<file path="src/rtl/refsched_pkg.sv">
package refsched_pkg;

  // ticks per nominal refresh interval, rounded down, never below one
  function automatic int unsigned interval_ticks(input longint unsigned interval_ps,
                                                 input longint unsigned tick_ps);
    longint unsigned q;
    q = interval_ps / tick_ps;
    return (q < 1) ? 1 : int'(q);
  endfunction

  // ticks allowed between refreshes before forcing one
  function automatic int unsigned deadline_ticks(input int unsigned per_int,
                                                 input int unsigned max_pend,
                                                 input int unsigned guard);
    int unsigned span;
    span = per_int * max_pend;
    return (span > guard + 1) ? span - guard : 1;
  endfunction

  // saturating debt update
  function automatic int unsigned credit_next(input int unsigned cur,
                                              input bit due, input bit take,
                                              input int unsigned cap);
    int unsigned n;
    n = cur;
    if (due && !take) n = (cur >= cap) ? cap : cur + 1;
    else if (take && !due) n = cur - 1;
    return n;
  endfunction

endpackage

</file>
<file path="src/rtl/refsched_timer.sv">
module refsched_timer #(
  parameter int unsigned TICKS = 10
) (
  input  logic clk,
  input  logic rst_n,
  input  logic tick,
  input  logic restart,
  output logic due
);
  localparam int unsigned TW = (TICKS > 1) ? $clog2(TICKS) : 1;
  localparam logic [TW-1:0] LAST = TW'(TICKS - 1);

  logic [TW-1:0] phase_q;

  assign due = tick && !restart && (phase_q == LAST);

  always_ff @(posedge clk or negedge rst_n) begin
    if (!rst_n)        phase_q <= '0;
    else if (restart)  phase_q <= '0;
    else if (due)      phase_q <= '0;
    else if (tick)     phase_q <= phase_q + 1'b1;
  end
endmodule

</file>
<file path="src/rtl/refsched_credit.sv">
module refsched_credit #(
  parameter int unsigned MAX_PEND = 8,
  localparam int unsigned PW = $clog2(MAX_PEND + 1)
) (
  input  logic          clk,
  input  logic          rst_n,
  input  logic          due,
  input  logic          take,
  input  logic          clear,
  output logic [PW-1:0] pend
);
  import refsched_pkg::*;

  logic [PW-1:0] pend_d;

  always_comb begin
    if (clear) pend_d = '0;
    else       pend_d = PW'(credit_next(32'(pend), due, take, MAX_PEND));
  end

  always_ff @(posedge clk or negedge rst_n) begin
    if (!rst_n) pend <= '0;
    else        pend <= pend_d;
  end
endmodule

</file>
<file path="src/rtl/refsched_deadline.sv">
module refsched_deadline #(
  parameter int unsigned LIMIT = 76
) (
  input  logic clk,
  input  logic rst_n,
  input  logic tick,
  input  logic restart,
  output logic late
);
  localparam int unsigned EW = $clog2(LIMIT + 1);
  localparam logic [EW-1:0] LIM = EW'(LIMIT);

  logic [EW-1:0] age_q;

  assign late = (age_q >= LIM);

  always_ff @(posedge clk or negedge rst_n) begin
    if (!rst_n)                 age_q <= '0;
    else if (restart)           age_q <= '0;
    else if (tick && !late)     age_q <= age_q + 1'b1;
  end
endmodule

</file>
<file path="src/rtl/refresh_sched.sv">
module refresh_sched #(
  parameter longint unsigned TICK_PERIOD_PS = 4000,
  parameter longint unsigned INTERVAL_PS    = 15_625_000,
  parameter int unsigned     MAX_PEND       = 8,
  parameter int unsigned     GUARD_TICKS    = 64,
  localparam int unsigned    PW = $clog2(MAX_PEND + 1)
) (
  input  logic          clk,
  input  logic          rst_n,
  input  logic          tick,
  input  logic          ctl_busy,
  input  logic          ref_grant,
  input  logic          sr_clear,
  output logic          ref_req,
  output logic          ref_urgent,
  output logic [PW-1:0] pend_cnt
);
  import refsched_pkg::*;

  localparam int unsigned PER_INT  = interval_ticks(INTERVAL_PS, TICK_PERIOD_PS);
  localparam int unsigned DEADLINE = deadline_ticks(PER_INT, MAX_PEND, GUARD_TICKS);

  // named internal events
  logic ev_due;
  logic ev_take;
  logic ev_late;
  logic ev_full;
  logic ev_owed;
  logic ev_restart_age;

  assign ev_owed        = (pend_cnt != '0);
  assign ev_full        = (pend_cnt == PW'(MAX_PEND));
  assign ev_take        = ref_grant && ev_owed && !sr_clear;
  assign ev_restart_age = sr_clear || ev_take;

  refsched_timer #(.TICKS(PER_INT)) u_timer (
    .clk(clk), .rst_n(rst_n), .tick(tick), .restart(sr_clear), .due(ev_due)
  );

  refsched_credit #(.MAX_PEND(MAX_PEND)) u_credit (
    .clk(clk), .rst_n(rst_n), .due(ev_due), .take(ev_take),
    .clear(sr_clear), .pend(pend_cnt)
  );

  refsched_deadline #(.LIMIT(DEADLINE)) u_deadline (
    .clk(clk), .rst_n(rst_n), .tick(tick), .restart(ev_restart_age), .late(ev_late)
  );

  assign ref_urgent = ev_full || (ev_owed && ev_late);
  assign ref_req    = ev_owed && (!ctl_busy || ref_urgent);
endmodule

</file>
<file path="config.mk">
export PLATFORM = sky130hd
export DESIGN_NAME = refresh_sched
export DESIGN_NICKNAME = d
export VERILOG_FILES = /design/src/rtl/refsched_pkg.sv /design/src/rtl/refsched_timer.sv /design/src/rtl/refsched_credit.sv /design/src/rtl/refsched_deadline.sv /design/src/rtl/refresh_sched.sv
export SDC_FILE = /design/constraint.sdc
export NUM_CORES = 1
export LEC_CHECK = 0
export ABC_AREA = 1
export BUFFER_PORTS_ARGS = -buffer_cell sky130_fd_sc_hd__buf_2
export CAP_MARGIN = 30
export CORE_MARGIN = 4
export CORE_UTILIZATION = 55
export DETAILED_ROUTE_END_ITERATION = 10
export PLACE_DENSITY = 0.86
export SLEW_MARGIN = 30
export SYNTH_ARGS = -nofsm -noshare
export SYNTH_HDL_FRONTEND = slang
export SYNTH_SLANG_ARGS = --single-unit
</file>
<file path="constraint.sdc">
create_clock -name clk -period 1.6 [get_ports clk]
set_clock_uncertainty 0.2 [all_clocks]
set_input_delay 0.08 -clock clk [delete_from_list [all_inputs] [get_ports clk]]
set_output_delay 0.08 -clock clk [all_outputs]
set_load 0.02 [all_outputs]
</file>
==> summary.txt <==
Status
  • Status: finished, violations left
  • Violated checks: negative setup slack

STA
  • Final setup violation count: 33
  • Final Cycle Share: 119%
  • Slew Limit Fails: 0
  • Minimum clock period: 1.91 ns
  • Setup TNS: -4.93 ns
  • Worst slew pin tran: 0.407 ns
  • Worst setup margin: -0.308 ns
  • Slew HR: 72.6%
  • Final hold vios: 0
  • Max Fclk: 524 MHz
  • RSZ-0062 raised after global routing: yes

Clock network
  • Clock sinks: 31
  • Clk_lat worst skew: 0.29 ns
  • Cts bufs inserted: 5
  • H-tree depth: 2
  • CTS tree: built
  • Clk slew on worst S/H paths: 0.07 ns
  • Clock Path Buffers: 2
  • Root buffer selected by CTS: clkbuf_8

Logic synthesis
  • Netlist cell types: 36
  • Synthesized flop and latch total: 31
  • Syn Area/Cell: 7.26 µm²
  • Syn. warnings: 0
  • Mapped cell area: 2150 µm²
  • Sequential fraction of the synthesis area: 36.1%
  • Cells after synthesis: 296
  • Synth Net Count: 308

Setup path
  • Crit path launch type: flop
  • Crit path to: u_credit.pend[2]
  • Crit-path max FO: 8
  • Crit Path Category: reg2reg
  • WP data required: 1.59 ns
  • Worst R2R End: u_credit.pend[2]
  • Reg2reg start: u_timer.phase_q[1]
  • Worst setup path start: u_timer.phase_q[1]
  • R2R Setup Slk: -0.31 ns
  • Crit path arrival time: 1.89 ns
  • Worst setup EP type: flop
  • R2R cell count: 11

Floorplan
  • Die width: 70.5 µm
  • Initial Utilization: 57.8%
  • Die area: 4970 µm²
  • # rows: 22
  • Die H: 70.5 µm
  • Core area: 3720 µm²
  • I/O pin cnt: 12

Drt
  • Via count: 2638
  • Post-route DRC: 0
  • WL per Instance: 21.2 µm
  • Post-DR vias/cell: 6.27
  • Total wire length: 8.93 mm
  • 1st-pass router iterations: 6
  • Remaining antenna violation count: 0
  • Detailed Route Iter0 Violations: 410

Worst hold path
  • Hold Path Class: in2async

Power and ir drop
  • Total power: 0.00329 W
  • Leakage: 1.55 nW
  • Peak supply drop: 0.00139 V
  • Cell area power density: 998 nW/µm²

Finish
  • Final-layout fill cell count: 160
  • Share of layout cells above drive strength 1: 50.1%
  • Fin nets: 385
  • Final instance area: 3300 µm²
  • Area delta synth->final: 53.5%
  • ANT cells: 0
  • Post-route insts no fill: 421

Place
  • Placed Instance Area: 2580 µm²
  • Inst Count DP: 391
  • Post-place setup slack: -0.164 ns
  • Port bufs: 11
  • Placer congestion estimate: 0.977
  • Final HPWL DP: 3.98 mm

Global routing
  • Largest net degree at the start of global routing: 17
  • First-pass GRT wire length: 12.1 mm
  • Vias in the first global route: 2585
  • Initial antenna violation count: 0
  • Total track usage: 31.3%
  • Remaining global-route overflow: 0

Job
  • Max Cap Violations: 0
## critical path, stage by stage, from the launching register on
cell and delay (ns):
dfrtp_1 0.39, inv_2 0.09, ha_4 0.15, inv_2 0.04
nor2_2 0.11, nand2_2 0.08, nor2_4 0.14, nand4_4 0.22
nand2_2 0.15, o21ai_2 0.09, nand2_1 0.10, nand2_1 0.05
## stage by stage
stage | hold WS, ns | utilization [%]
6_report | 0.0420 | 88.7
5_1_grt | 0.0639 | 88.7
2_1_floorplan | -0.416 | -
3_5_place_dp | -0.192 | 69.4
3_3_place_gp | -0.187 | 69.4
4_1_cts | 0.0130 | 81.4
## synth_stat cells (all sizes together)
cell | instances | area (µm²)
a21boi | 2 | 15.0
a21o | 1 | 8.76
a21oi | 5 | 28.8
a22oi | 2 | 15.0
a31o | 1 | 8.76
buf | 4 | 41.3
clkinv | 1 | 8.76
dfrtp | 31 | 776
ha | 6 | 75.1
inv | 44 | 168
nand2 | 82 | 335
nand3 | 32 | 165
nand3b | 1 | 7.51
nand4 | 10 | 68.8
nor2 | 28 | 113
nor3 | 5 | 35.0
nor4 | 1 | 6.26
o21ai | 27 | 176
o21bai | 1 | 7.51
o22ai | 4 | 25.0
o31ai | 1 | 7.51
or2 | 2 | 12.5
xnor2 | 1 | 8.76
xor2 | 4 | 35.0
## where the power goes
| part | leakage [nW] | switching (W) | internal (W) | total [W] |
|---|---|---|---|---|
| Combinational | 1.09 | 0.00106 | 0.000737 | 0.00179 |
| Clock | 0.0383 | 0.000306 | 0.000299 | 0.000606 |
| Sequential | 0.418 | 0.0000455 | 0.000845 | 0.000890 |
| Total | 1.55 | 0.00141 | 0.00188 | 0.00329 |
## flip-flops by register name, indices dropped and copies added (netlist names)
| name | flops |
|---|---|
| u_timer.phase_q | 12 |
| u_deadline.age_q | 15 |
| u_credit.pend | 4 |
## routing by layer
metal,wire [µm],GRT usage (%),vias up
met5,0,0,-
met3,676,8.49,97
li1,-,-,1123
met1,2860,32.1,1218
met4,881,22.8,0
met2,4510,54.2,200
## kinds of logic after synthesis
logic type                 share of synthesized area (%)
adders and majority gates                           3.49
and+or+nand+nor                                     34.6
buffers and inverters                               10.1
DFF                                                 36.1
AOI/OAI and AO/OA                                   13.6
xor gates and xnor gates                            2.04
## final cells by class
| cell class | instances | area, µm² | area share (%) |
|---|---|---|---|
| Timing Repair inverter | 3 | 43.8 | 1.33 |
| Inverter | 45 | 191 | 5.81 |
| Tap cell | 48 | 60.1 | 1.82 |
| Multi-Input combinational cell | 216 | 1560 | 47.3 |
| Timing Repair Buffer | 71 | 583 | 17.7 |
| Clock buffer | 7 | 76.3 | 2.31 |
| Sequential cell | 31 | 783 | 23.8 |
## cell usage in the layout, fill, tap and decap left out, types with 3 or more instances in the layout
cell	netlist	layout
buf_2	2	9
buf_4	0	46
buf_6	1	10
clkbuf_8	0	5
clkinv_8	0	3
dfrtp_1	31	25
dfrtp_2	0	6
dlygate4sd3_1	0	4
inv_1	40	32
inv_2	3	10
nand2_1	75	52
nand2_2	5	16
nand2_4	2	13
nand3_1	31	16
nand3_2	1	11
nand3_4	0	5
nand4_1	9	9
nor2_1	25	12
nor2_2	3	10
nor2_4	0	6
nor3_1	3	3
o21ai_0	16	4
o21ai_1	0	9
o21ai_2	11	14
o22ai_1	4	3
xor2_1	4	4
## worst min-delay path by stage
stage / from / end / slack, ns / depth (start not counted)
final: rst_n / u_deadline.age_q[3] / 0.04 / 2
after floorplan: rst_n / u_credit.pend[0] / -0.42 / 0
after detailed placement: rst_n / u_timer.phase_q[1] / -0.19 / 1
after CTS: tick / u_deadline.age_q[1] / 0.01 / 5
after global placement: rst_n / u_deadline.age_q[7] / -0.19 / 1
after global routing: tick / u_deadline.age_q[1] / 0.06 / 5
## repair_timing
action / CTS / global route
endpoints found under the hold margin: 36 / 0
hold buffers: 4 / 0
buffers inserted: 10 / 10
pin swaps: 20 / 29
gates resized for setup: 51 / 83
cloned: 2 / 2
endpoints found under the setup margin: 32 / 33
Power figures use the tool's default switching activity.
